**config.mk**
```make
export PLATFORM = sky130hd
export DESIGN_NAME = bitrev_vload_agu
export DESIGN_NICKNAME = d
export VERILOG_FILES = /design/src/rtl/bvl_pkg.sv /design/src/rtl/bvl_vl_decode.sv /design/src/rtl/bvl_bitrev.sv /design/src/rtl/bvl_ea_gen.sv /design/src/rtl/bitrev_vload_agu.sv
export SDC_FILE = /design/constraint.sdc
export NUM_CORES = 1
export LEC_CHECK = 0
export ABC_AREA = 1
export CAP_MARGIN = 30
export CORE_ASPECT_RATIO = 1.75
export CORE_MARGIN = 3
export CORE_UTILIZATION = 35
export DETAILED_ROUTE_END_ITERATION = 16
export PLACE_DENSITY_LB_ADDON = 0.2
export SETUP_SLACK_MARGIN = 0.02
export SKIP_CTS_REPAIR_TIMING = 1
export SLEW_MARGIN = 20
export SYNTH_ARGS = -nofsm -noshare
export SYNTH_HDL_FRONTEND = slang
export SYNTH_HIERARCHICAL = 1
export SYNTH_SLANG_ARGS = --single-unit
```
**constraint.sdc**
```tcl
create_clock -name clk_i -period 17.9 [get_ports clk_i]
set_input_delay 2.685 -clock clk_i [delete_from_list [all_inputs] [get_ports clk_i]]
set_output_delay 2.685 -clock clk_i [all_outputs]
set_load 0.05 [all_outputs]
```
**src/rtl/bvl_pkg.sv**
```systemverilog
package bvl_pkg;
  typedef enum logic [0:0] {ST_IDLE = 1'b0, ST_RUN = 1'b1} bvl_state_e;
endpackage

```
**src/rtl/bvl_vl_decode.sv**
```systemverilog
module bvl_vl_decode #(
  parameter int LG_MAX = 6,
  localparam int LGW   = $clog2(LG_MAX + 1)
) (
  input  logic [LG_MAX:0]  vl_i,
  output logic             ok_o,
  output logic [LGW-1:0]   lg_o
);
  always_comb begin
    ok_o = 1'b0;
    lg_o = '0;
    for (int j = 0; j <= LG_MAX; j++) begin
      if (vl_i == ((LG_MAX + 1)'(1) << j)) begin
        ok_o = 1'b1;
        lg_o = LGW'(j);
      end
    end
  end
endmodule

```
**src/rtl/bvl_bitrev.sv**
```systemverilog
module bvl_bitrev #(
  parameter int LG_MAX = 6,
  localparam int LGW   = $clog2(LG_MAX + 1)
) (
  input  logic [LG_MAX-1:0] step_i,
  input  logic [LGW-1:0]    lg_i,
  output logic [LG_MAX-1:0] rev_o
);
  logic [LG_MAX-1:0] full_rev;
  logic [LGW:0]      drop;

  for (genvar g = 0; g < LG_MAX; g++) begin : g_rev
    assign full_rev[g] = step_i[LG_MAX-1-g];
  end

  // full reversal, then discard the positions above log2(VL)
  assign drop  = (LGW+1)'(LG_MAX) - {1'b0, lg_i};
  assign rev_o = full_rev >> drop;
endmodule

```
**src/rtl/bvl_ea_gen.sv**
```systemverilog
module bvl_ea_gen #(
  parameter int ADDR_W = 64,
  parameter int DISP_W = 11,
  parameter int IDX_W  = 6,
  parameter int SH_W   = 6
) (
  input  logic [ADDR_W-1:0] base_i,
  input  logic [DISP_W-1:0] disp_i,
  input  logic [SH_W-1:0]   sh_i,
  input  logic [IDX_W-1:0]  idx_i,
  output logic [ADDR_W-1:0] ea_o
);
  logic [ADDR_W-1:0] disp_sx;
  logic [ADDR_W-1:0] prod;

  assign disp_sx = {{(ADDR_W-DISP_W){disp_i[DISP_W-1]}}, disp_i};
  assign prod    = disp_sx * ADDR_W'(idx_i);
  assign ea_o    = base_i + (prod << sh_i);
endmodule

```
**src/rtl/bitrev_vload_agu.sv**
```systemverilog
module bitrev_vload_agu
  import bvl_pkg::*;
#(
  parameter int ADDR_W = 64,
  parameter int DISP_W = 11,
  parameter int SH_W   = 6,
  parameter int REG_W  = 5,
  parameter int LG_MAX = 6,
  localparam int LGW   = $clog2(LG_MAX + 1)
) (
  input  logic              clk_i,
  input  logic              rst_ni,
  input  logic              start_i,
  input  logic [LG_MAX:0]   vlen_i,
  input  logic [ADDR_W-1:0] base_i,
  input  logic              base_zero_i,
  input  logic [DISP_W-1:0] disp_i,
  input  logic [ADDR_W-1:0] shctl_i,
  input  logic              dbl_i,
  input  logic              upd_i,
  input  logic [REG_W-1:0]  frt_i,
  output logic              elem_valid_o,
  input  logic              elem_ready_i,
  output logic [REG_W-1:0]  elem_dst_o,
  output logic [ADDR_W-1:0] elem_addr_o,
  output logic [3:0]        elem_bytes_o,
  output logic              elem_cvt_o,
  output logic              wb_valid_o,
  output logic [ADDR_W-1:0] wb_addr_o,
  output logic              done_o,
  output logic              err_o
);
  bvl_state_e        st_q;
  logic [LG_MAX-1:0] step_q;
  logic [LG_MAX:0]   vl_q;
  logic [LGW-1:0]    lg_q;
  logic [ADDR_W-1:0] base_q;
  logic [DISP_W-1:0] disp_q;
  logic [SH_W-1:0]   sh_q;
  logic              dbl_q, upd_q;
  logic [REG_W-1:0]  frt_q;
  logic              done_q, err_q, wbv_q;
  logic [ADDR_W-1:0] wba_q;

  logic              vl_ok;
  logic [LGW-1:0]    vl_lg;
  logic [LG_MAX-1:0] rev_idx;
  logic [ADDR_W-1:0] ea;
  logic              take, fire, last;

  bvl_vl_decode #(.LG_MAX(LG_MAX)) u_vl (
    .vl_i (vlen_i),
    .ok_o (vl_ok),
    .lg_o (vl_lg)
  );

  bvl_bitrev #(.LG_MAX(LG_MAX)) u_rev (
    .step_i (step_q),
    .lg_i   (lg_q),
    .rev_o  (rev_idx)
  );

  bvl_ea_gen #(
    .ADDR_W (ADDR_W),
    .DISP_W (DISP_W),
    .IDX_W  (LG_MAX),
    .SH_W   (SH_W)
  ) u_ea (
    .base_i (base_q),
    .disp_i (disp_q),
    .sh_i   (sh_q),
    .idx_i  (rev_idx),
    .ea_o   (ea)
  );

  assign take = (st_q == ST_IDLE) && start_i;
  assign fire = elem_valid_o && elem_ready_i;
  assign last = ({1'b0, step_q} == (vl_q - (LG_MAX+1)'(1)));

  always_ff @(posedge clk_i or negedge rst_ni) begin
    if (!rst_ni) begin
      st_q   <= ST_IDLE;
      step_q <= '0;
      vl_q   <= '0;
      lg_q   <= '0;
      base_q <= '0;
      disp_q <= '0;
      sh_q   <= '0;
      dbl_q  <= 1'b0;
      upd_q  <= 1'b0;
      frt_q  <= '0;
      done_q <= 1'b0;
      err_q  <= 1'b0;
      wbv_q  <= 1'b0;
      wba_q  <= '0;
    end else begin
      done_q <= fire && last;
      wbv_q  <= fire && last && upd_q;
      err_q  <= take && !vl_ok;
      if (fire && last) wba_q <= ea;
      if (take && vl_ok) begin
        st_q   <= ST_RUN;
        step_q <= '0;
        vl_q   <= vlen_i;
        lg_q   <= vl_lg;
        // update form always uses the register; plain form honours a zero field
        base_q <= (base_zero_i && !upd_i) ? '0 : base_i;
        disp_q <= disp_i;
        sh_q   <= shctl_i[SH_W-1:0];
        dbl_q  <= dbl_i;
        upd_q  <= upd_i;
        frt_q  <= frt_i;
      end else if (fire) begin
        if (last) st_q <= ST_IDLE;
        else      step_q <= step_q + LG_MAX'(1);
      end
    end
  end

  assign elem_valid_o = (st_q == ST_RUN);
  assign elem_addr_o  = ea;
  assign elem_dst_o   = frt_q + REG_W'(step_q);
  assign elem_bytes_o = dbl_q ? 4'd8 : 4'd4;
  assign elem_cvt_o   = !dbl_q;
  assign done_o       = done_q;
  assign err_o        = err_q;
  assign wb_valid_o   = wbv_q;
  assign wb_addr_o    = wba_q;

  AST_HOLD_STALL: assert property (@(posedge clk_i) disable iff (!rst_ni)
    elem_valid_o && !elem_ready_i |=> elem_valid_o && $stable(elem_addr_o) && $stable(elem_dst_o));
  AST_DONE_FOLLOWS_ACCEPT: assert property (@(posedge clk_i) disable iff (!rst_ni)
    $rose(done_o) |-> $past(fire));
  AST_ERR_NO_ISSUE: assert property (@(posedge clk_i) disable iff (!rst_ni)
    err_o |-> !elem_valid_o);
  AST_WB_WITH_DONE: assert property (@(posedge clk_i) disable iff (!rst_ni)
    wb_valid_o |-> done_o);
  AST_WB_ADDR_LAST: assert property (@(posedge clk_i) disable iff (!rst_ni)
    wb_valid_o |-> wb_addr_o == $past(elem_addr_o));
  AST_STEP_RANGE: assert property (@(posedge clk_i) disable iff (!rst_ni)
    elem_valid_o |-> ({1'b0, step_q} < vl_q));
  AST_DONE_PULSE: assert property (@(posedge clk_i) disable iff (!rst_ni)
    done_o |=> !done_o);
endmodule

```
# Word level (Yosys, flattened, before mapping)
# Cells that the tools add are included.
dict set report totals {
  reg_bits 172
  input_bits 158
  output_inout_bits 142
  word_cells 67
}
dict set report classes {
  addsub 5
  n_mul 1
  n_eq_ne 9
  shifts 2
  muxes 21
  n_bitwise 1
  n_reduce_logical 14
}
# operator count
set op_table {}
lappend op_table {{adder 64 bit} 1}
lappend op_table {{2-to-1 mux 64 bit} 1}
lappend op_table {{<< shifter 64 x 6 -> 64 bit} 1}
lappend op_table {{multiplier 11 x 7 -> 18 bit} 1}
lappend op_table {{2-to-1 mux 6 bit} 3}
lappend op_table {{2-to-1 mux 1 bit} 11}
lappend op_table {{2-to-1 mux 3 bit} 3}
lappend op_table {{equality test 6 x 7 -> 1 bit} 1}
lappend op_table {{equality test 7 x 1 -> 1 bit (second input constant)} 1}
lappend op_table {{equality test 7 x 2 -> 1 bit (second input constant)} 1}
lappend op_table {{equality test 7 x 3 -> 1 bit (second input constant)} 1}
lappend op_table {{equality test 7 x 4 -> 1 bit (second input constant)} 1}
lappend op_table {{equality test 7 x 5 -> 1 bit (second input constant)} 1}
lappend op_table {{equality test 7 x 6 -> 1 bit (second input constant)} 1}
lappend op_table {{equality test 7 bit (second input constant)} 1}
lappend op_table {{logical AND 1 bit} 7}
lappend op_table {{subtractor 7 x 1 -> 7 bit (second input constant)} 1}
lappend op_table {{adder 6 x 1 -> 6 bit (second input constant)} 1}
lappend op_table {{right shift 6 x 4 -> 6 bit} 1}
lappend op_table {{adder 5 bit} 1}
lappend op_table {{2-to-1 mux 2 bit} 2}
lappend op_table {{2-to-1 mux 4 bit} 1}
lappend op_table {{AND reduction 2 bit} 2}
lappend op_table {{nonzero test 2 bit} 2}
lappend op_table {{4 further kinds} 6}

# Longest topological paths before layout
dict set report logic_depth {
  word_depth 11
  ltp_mapped 55
  ltp_nobuf 54
}

# Hierarchy
# Netlist, hierarchy kept.
# module n_inst cells_per_inst area_each_um2 seq_area_each_um2
set modules_own_cells {}
lappend modules_own_cells {bvl_ea_gen 1 1562 8694.6 0.0}
lappend modules_own_cells {bitrev_vload_agu 1 785 7203.2 4304.1}
lappend modules_own_cells {bvl_bitrev 1 49 221.5 0.0}
lappend modules_own_cells {bvl_vl_decode 1 37 156.4 0.0}

# Worst setup path before layout
# OpenSTA, ideal clock, no wires.
dict set report synth_path {
  path_kind {register to output}
  start {register lg_q[0]}
  end {output elem_addr_o[51]}
  arrival_ns 7.661
  required_ns 15.215
  setup_slack_ns 7.554
  stages_incl_launch_ff 43
  n_path_buf 2
  cell_sequence {dfrtp_1 ha_1 buf_2 inv_1 nor2_1 nor3_1 clkbuf_1 nand2_1 fa_1 fa_1 inv_1 fa_1 inv_1 fa_1 inv_1 ha_1 nand2_1 nor2_1 [... 7 more ...] nand2_1 nand2_1 nand2_1 nand2_1 nand2_1 nand2_1 a21oi_1 ha_1 inv_1 o21ai_0 a21oi_1 o21ai_0 a21oi_1 nand2_2 a21oi_2 o21ai_2 a21oi_1 xnor2_1}
}
dict set report synth_via {
  elab_chain_len 5
}
# item line
set synth_rtl {}
lappend synth_rtl {{from (decl)} bitrev_vload_agu.sv:36} ;# logic [LGW-1:0] lg_q;
lappend synth_rtl {{from (signal assigned)} bitrev_vload_agu.sv:105} ;# lg_q <= vl_lg;
lappend synth_rtl {{subtractor 3 x 3 -> 4 bit} bvl_bitrev.sv:17} ;# assign drop = (LGW+1)'(LG_MAX) - {1'b0, lg_i};
lappend synth_rtl {{right shift 6 x 4 -> 6 bit} bvl_bitrev.sv:18} ;# assign rev_o = full_rev >> drop;
lappend synth_rtl {{named net rev_idx[3]} bitrev_vload_agu.sv:47} ;# logic [LG_MAX-1:0] rev_idx;
lappend synth_rtl {{multiplier 11 x 7 -> 18 bit} bvl_ea_gen.sv:17} ;# assign prod = disp_sx * ADDR_W'(idx_i);
lappend synth_rtl {{<< shifter 64 x 6 -> 64 bit} bvl_ea_gen.sv:18} ;# assign ea_o = base_i + (prod << sh_i);
lappend synth_rtl {{adder 64 bit} bvl_ea_gen.sv:18}
lappend synth_rtl {{to (decl)} bitrev_vload_agu.sv:25} ;# output logic [ADDR_W-1:0] elem_addr_o,
# The timed path passes the listed nets, and every way through them passes these cells.

# Worst setup path in the final report
dict set report layout_path {
  start {register lg_q[0]}
  end {output elem_addr_o[41]}
}
# Same word-level chain as after synthesis.

==> results.json <==
{
  "hold_viol_final": 0,
  "multi_input_area_um2": 10300,
  "maxCapViolCount": 0,
  "p_int_mw": 1.21,
  "synth_area_leaders": "dfrtp_1 (26%), nand2_1 (18%), ha_1 (8.1%)",
  "antenna_found_initial": 0,
  "worstSetupEndpointType": "primary output",
  "die_y_um": 291,
  "viasPerCell": 5.12,
  "power_frac_seq": 0.193,
  "finalSetupViolCount": 0,
  "required_ns": 15.21,
  "drt-pass1-iter-count": 5,
  "htree_levels": 4,
  "vias": 16433,
  "final_common_cell": "nand2_1",
  "max_slew_margin": 0.308,
  "rows": 103,
  "grt_first_pass_wirelength_mm": 95.8,
  "yosysTopAreaCell": "dfrtp_1",
  "final.setup_skew_ns": 0.0217,
  "pwr-share-comb": 0.668,
  "clock-root-buffer": "clkbuf_16",
  "worstMarginPinSlew_ns": 1.02,
  "grt_max_degree": 101,
  "drtIter0Drc": 963,
  "cpMaxStageDelayCell": "clkdlybuf4s50_1",
  "max_freq_mhz": 73.9,
  "dp_cells": 3174,
  "critPathMaxFanout": 11,
  "synth_warnings": 6,
  "drc": 0,
  "final_cells": 3211,
  "arrival_ns": 10.85,
  "grtUsageTotal": 0.253,
  "die_area_um2": 49200,
  "dp.final_hpwl_mm": 51.9,
  "regArea_um2": 4300,
  "critical_path_class": "flip-flop to primary output",
  "synth_seq_cells": 172,
  "ys_seq_area_frac": 0.264,
  "synth_cell_type_count": 49,
  "synth_area_um2": 16300,
  "drive_above_1_share": 0.0463,
  "fillers": 4828,
  "clockBufferDepth": 2,
  "portBuffers": 239,
  "cts_tree": "built",
  "n_antenna_cell": 0,
  "grt_overflow": 0,
  "cp-start-kind": "flip-flop",
  "totalWireLength_mm": 63.0,
  "grt_pass1_vias": 16840,
  "area_growth_syn_to_layout_pct": 21.6,
  "antenna_left": 0,
  "avgSynthCellArea_um2": 6.69,
  "tns_ns": 0,
  "cts_made_buffers": 17,
  "finalMaxSlewViolations": 0,
  "synth.top_cell.area_share": 0.264,
  "ios": 300,
  "run_status": "finished clean",
  "clk_pin_slew_ns": 0.08,
  "p_sw_mw": 1.64,
  "core_area_um2": 45500,
  "cts_sinks": 172,
  "routedWlPerCell_um": 19.6,
  "start_util": 0.358,
  "p_leak_nw": 10.5,
  "ys.flop_type": "dfrtp_1",
  "synth-async-reset-ratio": 1.00,
  "gp_congestion": 1.05,
  "mostFrequentLayoutCells": "nand2_1 (780), inv_1 (331), clkdlybuf4s50_1 (237)",
  "die_w_um": 169,
  "rsz0062_at_grt": "false",
  "power.density_nw_per_um2": 144,
  "cp_slowest_stage_delay_ns": 0.89,
  "min_path_type": "flip-flop to flip-flop",
  "switching_share": 0.575,
  "synth_edf_count": 0,
  "final_nets": 2934,
  "synthCells": 2433,
  "p_clk_frac": 0.140,
  "clock_latency_ns": 0.46,
  "ir_drop_mv": 0.137,
  "period_minus_slack_ns": 13.53,
  "fin_crit_sh": 0.756
}
[flip-flops by register name, summed over array words and instances, names as in the netlist]
register      flops
step_q            6
elem_valid_o      1
err_o             1
upd_q             1
lg_q              3
wb_addr_o        64
frt_q             5
sh_q              6
done_o            1
disp_q           11
vl_q              7
base_q           64
dbl_q             1
wb_valid_o        1
[routing by layer]
metal | part of all wire | vias up | GRT usage
met5 | 0 | - | 0
met4 | 0.069 | 0 | 0.154
met3 | 0.026 | 144 | 0.0239
met2 | 0.56 | 395 | 0.503
met1 | 0.34 | 7752 | 0.244
li1 | - | 8142 | -
[worst max-delay path: cells and delay by family (launching register included)]
| family | cells | cell delay (ns) |
|---|---|---|
| buffers and inverters | 5 | 1.26 |
| DFF | 1 | 0.48 |
| AOI/OAI and AO/OA | 9 | 2.72 |
| and+or+nand+nor | 13 | 2.06 |
| xor gates and xnor gates | 2 | 0.59 |
| adders and majority gates | 7 | 3.23 |
[power groups by stage]
stage               logic [mW]  clock network (mW)  registers, mW
floorplan                 1.23                   0          0.532
global placement          1.88                   0          0.563
detailed placement        1.88                   0          0.564
CTS                       1.90               0.411          0.557
global route              2.03               0.425          0.561
finish                    1.90               0.398          0.550
[area by class of cell]
cell class              instances  area share
clock buffers                  17      0.0215
clock inverters                15     0.00929
inverters                     340      0.0645
multi-input cells            1835       0.521
flip-flops and latches        172       0.218
well taps                     577      0.0365
repair buffers                255       0.130
[Yosys cell counts (4+ instances only)]
library cell,count
a21o_1,9
a21oi_1,117
a21oi_2,6
a31oi_1,29
buf_1,7
buf_2,16
buf_4,7
buf_6,6
clkbuf_1,51
dfrtp_1,172
fa_1,49
ha_1,106
inv_1,331
inv_2,6
mux2_2,25
nand2_1,780
nand2_2,11
nand3_1,159
nand3_2,5
nand3b_1,7
nand4_1,15
nor2_1,156
nor2_2,5
nor3_1,18
nor4_1,5
o211ai_1,4
o21ai_0,209
o21ai_2,8
o21bai_1,8
xnor2_1,24
xor2_1,50
[stage by stage]
stage | util | area (µm²) | setup slack, ns | hold slack (ns) | total power [mW]
floorplan | - | 16300 | 7.55 | 0.459 | 1.76
global placement | 0.419 | 19100 | 4.76 | 0.462 | 2.45
detailed placement | 0.420 | 19100 | 5.02 | 0.465 | 2.45
CTS | 0.433 | 19700 | 4.47 | 0.488 | 2.87
global route | 0.435 | 19800 | 3.92 | 0.503 | 3.01
finish | 0.435 | 19800 | 4.37 | 0.482 | 2.85
[cells by family (layout without fill, tap and decap cells)]
| kind of cell | count (synthesis) | after routing | synth area share |
|---|---|---|---|
| xor+xnor | 74 | 74 | 0.0398 |
| buf+inv | 427 | 627 | 0.104 |
| simple gates | 1168 | 1168 | 0.293 |
| other cells | 1 | 2 | 0.000230 |
| mux | 25 | 25 | 0.0173 |
| flops | 172 | 172 | 0.264 |
| fa+ha+maj | 155 | 155 | 0.142 |
| compound gates | 411 | 411 | 0.139 |
[final timing paths]
| kind | startpoint | end | slack, ns | depth (start not counted) |
|---|---|---|---|---|
| max | lg_q[0] | elem_addr_o[41] | 4.37 | 36 |
| min | wb_addr_o[58] | wb_addr_o[58] | 0.48 | 2 |
| max reg2reg | lg_q[0] | wb_addr_o[41] | 8.15 | 37 |
| min reg2reg | wb_addr_o[58] | wb_addr_o[58] | 0.48 | 2 |
| max in group asynchronous | rst_ni | base_q[21] | 14.55 | 2 |
| min in group asynchronous | rst_ni | base_q[52] | 2.15 | 1 |
No activity file was read; power rests on OpenSTA's default activity.
